===== config.mk =====
export PLATFORM = sky130hd
export DESIGN_NAME = nandseq
export DESIGN_NICKNAME = d
export VERILOG_FILES = /design/src/rtl/nandseq_pkg.sv /design/src/rtl/nandseq_datapath.sv /design/src/rtl/nandseq_ctrl.sv /design/src/rtl/nandseq.sv
export SDC_FILE = /design/constraint.sdc
export NUM_CORES = 1
export LEC_CHECK = 0
export CORE_ASPECT_RATIO = 1.25
export CORE_MARGIN = 4
export CORE_UTILIZATION = 51
export CTS_CLUSTER_SIZE = 40
export DETAILED_ROUTE_END_ITERATION = 8
export GPL_ROUTABILITY_DRIVEN = 1
export PLACE_DENSITY = 0.79
export SLEW_MARGIN = 25
export SYNTH_ARGS = -nofsm -noshare
export SYNTH_HDL_FRONTEND = slang
export SYNTH_SLANG_ARGS = --single-unit
export TNS_END_PERCENT = 5

===== constraint.sdc =====
create_clock -name clk -period 2.75 [get_ports clk]
set_clock_uncertainty 0.1 [all_clocks]
set_input_delay 0.55 -clock clk [delete_from_list [all_inputs] [get_ports clk]]
set_output_delay 0.55 -clock clk [all_outputs]
set_load 0.03 [all_outputs]

===== src/rtl/nandseq_pkg.sv =====
package nandseq_pkg;

  typedef enum logic [1:0] {
    OP_READ = 2'b00,
    OP_PROG = 2'b01,
    OP_CRC  = 2'b10,
    OP_RSVD = 2'b11
  } opKind_e;

  // Strobes from the control FSM to the datapath
  typedef struct packed {
    logic capture;
    logic emitPrefix;
    logic emitCmd1;
    logic emitAddr;
    logic emitCmd2;
  } seqStrobe_t;

  localparam logic [7:0] CMD_READ_1 = 8'h00;
  localparam logic [7:0] CMD_READ_2 = 8'h30;
  localparam logic [7:0] CMD_PROG_1 = 8'h80;
  localparam logic [7:0] CMD_PROG_2 = 8'h10;
  localparam logic [7:0] CMD_CRC_1  = 8'h05;
  localparam logic [7:0] CMD_CRC_2  = 8'hE0;
  localparam logic [7:0] PFX_FIXED_A = 8'hA2;
  localparam logic [7:0] PFX_FIXED_B = 8'h3B;

  // Row byte count from the width code (reserved code falls back to three)
  function automatic logic [2:0] rowBytesOf(input logic [1:0] code);
    case (code)
      2'b01:   return 3'd2;
      2'b10:   return 3'd4;
      default: return 3'd3;
    endcase
  endfunction

endpackage


===== src/rtl/nandseq_datapath.sv =====
module nandseq_datapath
  import nandseq_pkg::*;
#(
  parameter int COL_BYTES     = 2,
  parameter int ROW_BYTES_MAX = 4,
  parameter int IDX_W         = 3
) (
  input  logic                       clk,
  input  logic                       rstN,
  input  seqStrobe_t                 strobe,
  input  logic [IDX_W-1:0]           addrIdx,
  input  logic [1:0]                 opType,
  input  logic [8*COL_BYTES-1:0]     colAddr,
  input  logic [8*ROW_BYTES_MAX-1:0] rowAddr,
  input  logic [1:0]                 cfgPrefixSel,
  input  logic [7:0]                 cfgPrefixProg,
  input  logic [1:0]                 cfgRowWidth,
  input  logic                       cfgChrcFull,
  input  logic                       cfgCeHold,
  output logic [IDX_W-1:0]           addrCount,
  output logic                       ceHoldQ,
  output logic [7:0]                 busByte,
  output logic                       busValid,
  output logic                       busIsCmd
);

  localparam int ADDR_MAX = COL_BYTES + ROW_BYTES_MAX;
  localparam int COL_W    = 8 * COL_BYTES;
  localparam int ROW_W    = 8 * ROW_BYTES_MAX;

  opKind_e          opQ;
  logic [COL_W-1:0] colQ;
  logic [ROW_W-1:0] rowQ;
  logic [1:0]       prefixSelQ;
  logic [7:0]       prefixProgQ;
  logic [1:0]       rowWidthQ;
  logic             chrcFullQ;

  // Capture every operand on the accepted start
  always_ff @(posedge clk or negedge rstN) begin
    if (!rstN) begin
      opQ         <= OP_READ;
      colQ        <= '0;
      rowQ        <= '0;
      prefixSelQ  <= 2'b00;
      prefixProgQ <= 8'h00;
      rowWidthQ   <= 2'b00;
      chrcFullQ   <= 1'b0;
      ceHoldQ     <= 1'b0;
    end else if (strobe.capture) begin
      opQ         <= opKind_e'(opType);
      colQ        <= colAddr;
      rowQ        <= rowAddr;
      prefixSelQ  <= cfgPrefixSel;
      prefixProgQ <= cfgPrefixProg;
      rowWidthQ   <= cfgRowWidth;
      chrcFullQ   <= cfgChrcFull;
      ceHoldQ     <= cfgCeHold;
    end
  end

  // Address bytes in send order: column first, each LSB first
  logic [8*ADDR_MAX-1:0] addrVec;
  logic [7:0]            addrByte [ADDR_MAX];
  assign addrVec = {rowQ, colQ};

  for (genvar k = 0; k < ADDR_MAX; k++) begin : g_addrByte
    assign addrByte[k] = addrVec[8*k +: 8];
  end

  logic [7:0] addrSel;
  always_comb begin
    addrSel = 8'h00;
    for (int k = 0; k < ADDR_MAX; k++) begin
      if (addrIdx == IDX_W'(k)) addrSel = addrByte[k];
    end
  end

  // Number of address bytes for the captured operation
  logic [IDX_W-1:0] rowCount;
  assign rowCount = IDX_W'(rowBytesOf(rowWidthQ));

  always_comb begin
    if (opQ == OP_CRC && !chrcFullQ) addrCount = IDX_W'(COL_BYTES);
    else                             addrCount = IDX_W'(COL_BYTES) + rowCount;
  end

  // Command bytes
  logic [7:0] cmdFirst, cmdLast, prefixByte;

  always_comb begin
    case (opQ)
      OP_PROG: begin cmdFirst = CMD_PROG_1; cmdLast = CMD_PROG_2; end
      OP_CRC:  begin cmdFirst = CMD_CRC_1;  cmdLast = CMD_CRC_2;  end
      default: begin cmdFirst = CMD_READ_1; cmdLast = CMD_READ_2; end
    endcase
  end

  always_comb begin
    case (prefixSelQ)
      2'b01:   prefixByte = PFX_FIXED_B;
      2'b10:   prefixByte = prefixProgQ;
      default: prefixByte = PFX_FIXED_A;
    endcase
  end

  // Bus byte selection
  always_comb begin
    busByte = 8'h00;
    if (strobe.emitPrefix)    busByte = prefixByte;
    else if (strobe.emitCmd1) busByte = cmdFirst;
    else if (strobe.emitAddr) busByte = addrSel;
    else if (strobe.emitCmd2) busByte = cmdLast;
  end

  assign busIsCmd = strobe.emitPrefix | strobe.emitCmd1 | strobe.emitCmd2;
  assign busValid = busIsCmd | strobe.emitAddr;

endmodule


===== src/rtl/nandseq_ctrl.sv =====
module nandseq_ctrl
  import nandseq_pkg::*;
#(
  parameter int IDX_W = 3
) (
  input  logic             clk,
  input  logic             rstN,
  input  logic             start,
  input  logic             cfgPrefixEn,
  input  logic [IDX_W-1:0] addrCount,
  input  logic             ceHoldQ,
  output seqStrobe_t       strobe,
  output logic [IDX_W-1:0] addrIdx,
  output logic             ceN,
  output logic             done
);

  typedef enum logic [2:0] {
    ST_IDLE,
    ST_PREFIX,
    ST_CMD1,
    ST_ADDR,
    ST_CMD2
  } seqState_e;

  seqState_e state, stateNext;
  logic      lastAddr;

  assign lastAddr = (addrIdx == addrCount - IDX_W'(1));

  always_comb begin
    stateNext = state;
    case (state)
      ST_IDLE:   if (start) stateNext = cfgPrefixEn ? ST_PREFIX : ST_CMD1;
      ST_PREFIX: stateNext = ST_CMD1;
      ST_CMD1:   stateNext = ST_ADDR;
      ST_ADDR:   if (lastAddr) stateNext = ST_CMD2;
      ST_CMD2:   stateNext = ST_IDLE;
      default:   stateNext = ST_IDLE;
    endcase
  end

  always_comb begin
    strobe            = '0;
    strobe.capture    = (state == ST_IDLE) && start;
    strobe.emitPrefix = (state == ST_PREFIX);
    strobe.emitCmd1   = (state == ST_CMD1);
    strobe.emitAddr   = (state == ST_ADDR);
    strobe.emitCmd2   = (state == ST_CMD2);
  end

  always_ff @(posedge clk or negedge rstN) begin
    if (!rstN) begin
      state   <= ST_IDLE;
      addrIdx <= '0;
      ceN     <= 1'b1;
      done    <= 1'b0;
    end else begin
      state <= stateNext;
      done  <= (state == ST_CMD2);
      if (state == ST_ADDR) addrIdx <= addrIdx + IDX_W'(1);
      else                  addrIdx <= '0;
      if (strobe.capture)        ceN <= 1'b0;
      else if (state == ST_CMD2) ceN <= ~ceHoldQ;
    end
  end

endmodule


===== src/rtl/nandseq.sv =====
module nandseq
  import nandseq_pkg::*;
#(
  parameter int COL_BYTES     = 2,
  parameter int ROW_BYTES_MAX = 4
) (
  input  logic                       clk,
  input  logic                       rstN,
  input  logic                       start,
  input  logic [1:0]                 opType,
  input  logic [8*COL_BYTES-1:0]     colAddr,
  input  logic [8*ROW_BYTES_MAX-1:0] rowAddr,
  input  logic                       cfgPrefixEn,
  input  logic [1:0]                 cfgPrefixSel,
  input  logic [7:0]                 cfgPrefixProg,
  input  logic [1:0]                 cfgRowWidth,
  input  logic                       cfgChrcFull,
  input  logic                       cfgCeHold,
  output logic [7:0]                 busByte,
  output logic                       busValid,
  output logic                       busIsCmd,
  output logic                       ceN,
  output logic                       done
);

  localparam int ADDR_MAX = COL_BYTES + ROW_BYTES_MAX;
  localparam int IDX_W    = $clog2(ADDR_MAX + 1);

  seqStrobe_t       strobe;
  logic [IDX_W-1:0] addrIdx;
  logic [IDX_W-1:0] addrCount;
  logic             ceHoldQ;

  nandseq_ctrl #(.IDX_W(IDX_W)) u_ctrl (
    .clk         (clk),
    .rstN        (rstN),
    .start       (start),
    .cfgPrefixEn (cfgPrefixEn),
    .addrCount   (addrCount),
    .ceHoldQ     (ceHoldQ),
    .strobe      (strobe),
    .addrIdx     (addrIdx),
    .ceN         (ceN),
    .done        (done)
  );

  nandseq_datapath #(
    .COL_BYTES     (COL_BYTES),
    .ROW_BYTES_MAX (ROW_BYTES_MAX),
    .IDX_W         (IDX_W)
  ) u_dp (
    .clk           (clk),
    .rstN          (rstN),
    .strobe        (strobe),
    .addrIdx       (addrIdx),
    .opType        (opType),
    .colAddr       (colAddr),
    .rowAddr       (rowAddr),
    .cfgPrefixSel  (cfgPrefixSel),
    .cfgPrefixProg (cfgPrefixProg),
    .cfgRowWidth   (cfgRowWidth),
    .cfgChrcFull   (cfgChrcFull),
    .cfgCeHold     (cfgCeHold),
    .addrCount     (addrCount),
    .ceHoldQ       (ceHoldQ),
    .busByte       (busByte),
    .busValid      (busValid),
    .busIsCmd      (busIsCmd)
  );

endmodule


==> out/results.ini <==
[critical_path]
path_class=flop to output pin
critPathSlowestCell=dfrtp_2
worst_setup_path_start_kind=flop
slowest_delay_ps=450
end_kind=output pin
cp.arrival_ps=2330
cp_max_fo=6
crit_chain=buf_6, ha_4, nand3b_1, a211o_1, a221oi_2, a211oi_1, o21ai_1, buf_4
cp.required_ps=2100

[global_route]
gr-total-overflow=0
grt_first_pass_wirelength_mm=14.67
grt_start_max_net_pins=45
grt_usage_pct=21.73
grtUsageMet3_pct=3.997
antenna_found_initial=0
met2_usage_pct=36.80
globalRouteMet1Util_pct=26.81
grt_pass1_vias=3042
busiest_layer=met2

[sta]
tightest_slew_ps=556.2
slew_headroom_pct=62.92
finalWorstSetupSlack_ps=-234.7
max_freq_mhz=335.0
rsz0062_at_grt=true
setup_viol=8
timing.setup.tns_ps=-1091
final_hold_viol_count=0
period_needed_ps=2985
holdWs_ps=99.60
drv_slew=0
fin_crit_sh_pct=108.5

[pwr]
leakagePower_uw=0.002103
power_uw=5647
vdd_drop_max_mv=0.6827
powerDensity_nw_per_um2=1143

[detailed_routing]
drt-pass1-iter-count=4
via_per_inst=5.636
drc=0
ant_nets=0
wl_per_cell_microns=17.60
drtIter0Drc=185
vias=2914
drt_wl_total_mm=9.100

[clocking]
cts_root_buf=clkbuf_8
clkSinkCount=72
clk_path_buf_depth=2
clk_pin_slew_ps=80
cts_tree=built
cts_hold_buf=0
clock_latency_ps=350
htreeDepth=3
cts-buffers-inserted=9

[floorplan]
die_h_microns=102.7
die_area_sq_um=8596
io_pins=80
start_util_pct=52.40
coreArea_sq_um=6977
fp.dieW_microns=83.73
rows=34

[place]
dp.cells=494
routabilityCongestion=0.8046
portBuffers=79
dp_hpwl_mm=6.504

[worst_hold_path]
hold_class=primary input to async pin

[layout]
insertedDiodeCount=0
drive_above_1_share_pct=25.53
area_delta_synth_final_pct=35.18
final_nets=500
stdcell_count=517

[synthesis]
syn_nets=403
synthCells=325
ys_warn_count=0
syn-cell-area_sq_um=3656
syn_area_per_cell_sq_um=11.25
ys_types=51
ys_ff_latch=72
synth-seq-area-share_pct=49.32

[run_status]
failed_checks=setup timing
outcome=finished with violations

[run]
drv_cap=0

Yosys cell counts, drive strengths merged:
cell     number  area share, %
dfrtp        71             49
mux2         54             17
o21ai        27            3.8
nand2        24            2.5
buf          17            3.1
nor2         16            1.7
inv          15            1.5
a21oi        13            1.8
ha           10            3.4
nand2b        7            1.5
a211oi        6            1.2
a221oi        6            1.8
a31oi         5           0.86
nand3b        5            1.0
nand3         4           0.55
nor2b         4           0.68
o22ai         4           0.68
a211o         3           0.72
and2          3           0.51
clkbuf        3           0.31
nor3          3           0.41
xnor2         3           0.72
a2111oi       2           0.48
a32oi         2           0.48
and2b         2           0.41
a21o          1           0.21
a311oi        1           0.24
and3b         1           0.24
and4          1           0.24
dfstp         1           0.72
mux2i         1           0.27
nor3b         1           0.21
nor4b         1           0.65
o2111ai       1           0.24
o211ai        1           0.21
o32a          1           0.27
o32ai         1           0.24
o41ai         1           0.24
or2           1           0.17
or3           1           0.17
xor2          1           0.24
through the flow:
stage	cell area (sq um)	utilization, %	setup slack (ps)
5_1_grt	4942	70.84	-314.2
4_1_cts	4882	69.98	-169.5
6_report	4942	70.84	-234.7
3_3_place_gp	4572	65.53	67.30
3_5_place_dp	4572	65.53	-18.72
2_1_floorplan	3656	-	100.5
layout by cell type (no fill, tap or decap), types with 4 or more instances in the layout:
cell	n
a21oi_1	11
mux2_2	25
nand3_1	4
ha_1	6
mux2_1	29
nand2b_1	4
clkdlybuf4s50_1	68
dfrtp_1	69
nor2_1	15
o22ai_1	4
buf_4	30
clkbuf_8	9
inv_1	13
nand3b_1	5
a211oi_1	4
nor2b_1	4
clkinv_4	4
a31oi_1	4
o21ai_0	19
a221oi_2	5
nand2_1	23
o21ai_1	6
repair_timing:
item                       in CTS  in global routing
resized for setup              25                 12
pin swaps                      10                  7
buffers inserted                5                  2
setup endpoints to repair      10                  9
layer usage:
layer  vias to the layer above  part of all wire [%]
met5                         -                     0
met2                       102                    50
li1                       1360                     -
met3                        31                   4.3
met1                      1421                    42
met4                         0                   4.0
worst max-delay path: cells and delay by family (launching register included):
kind,cells,cell delay (ps)
compound gates,4,870
flops,1,450
buf+inv,2,310
simple gates,1,190
fa+ha+maj,1,170
logic make-up (layout without fill, tap and decap cells):
| logic type | count (synthesis) | in the layout | synth area share, % |
|---|---|---|---|
| fa+ha+maj | 10 | 10 | 3.422 |
| mux | 55 | 55 | 16.91 |
| xor+xnor | 4 | 4 | 0.9584 |
| simple gates | 74 | 74 | 10.99 |
| buf+inv | 35 | 137 | 4.962 |
| compound gates | 75 | 75 | 13.45 |
| flops | 72 | 72 | 49.32 |
area by class of cell:
cell class	instances	area, sq um
Fill cell	516	2034
Clock inverter	7	56.30
Multi-Input combinational cell	218	1790
Sequential cell	72	1805
Timing Repair Buffer	106	997.2
Tap cell	90	112.6
Inverter	15	56.30
Clock buffer	9	123.9
power by group:
part / switching, uW / leakage (uW) / internal, uW
Clock: 428 / 0.0000898 / 334
Sequential: 354 / 0.000868 / 1570
Combinational: 1550 / 0.00114 / 1410
Total: 2340 / 0.00210 / 3310
flip-flops by register name, summed over array words and instances (netlist names):
signal / count
u_dp.prefixSelQ: 2
u_dp.rowWidthQ: 2
u_dp.ceHoldQ: 1
u_dp.chrcFullQ: 1
u_dp.rowQ: 32
u_dp.colQ: 16
u_ctrl.addrIdx: 3
u_ctrl.state: 3
u_dp.opQ: 2
u_dp.prefixProgQ: 8
u_ctrl.ceN: 1
u_ctrl.done: 1
worst paths after layout:
check                                              start                           to  slack [ps]  cells past startpoint
min in group clk                u_dp.ceHoldQ$_DFFE_PN0P_       u_ctrl.ceN$_DFFE_PN1P_         310                      1
min reg2reg                     u_dp.ceHoldQ$_DFFE_PN0P_       u_ctrl.ceN$_DFFE_PN1P_         310                      1
max                          u_ctrl.addrIdx[0]$_DFF_PN0_                   busByte[3]        -230                      8
max reg2reg                u_dp.rowWidthQ[0]$_DFFE_PN0P_  u_ctrl.state[1]$_DFFE_PN0P_         760                      8
min                                                 rstN    u_dp.colQ[10]$_DFFE_PN0P_         100                      2
max in group asynchronous                           rstN  u_ctrl.state[1]$_DFFE_PN0P_        1940                      2
No activity file was read; power rests on OpenSTA's default activity.
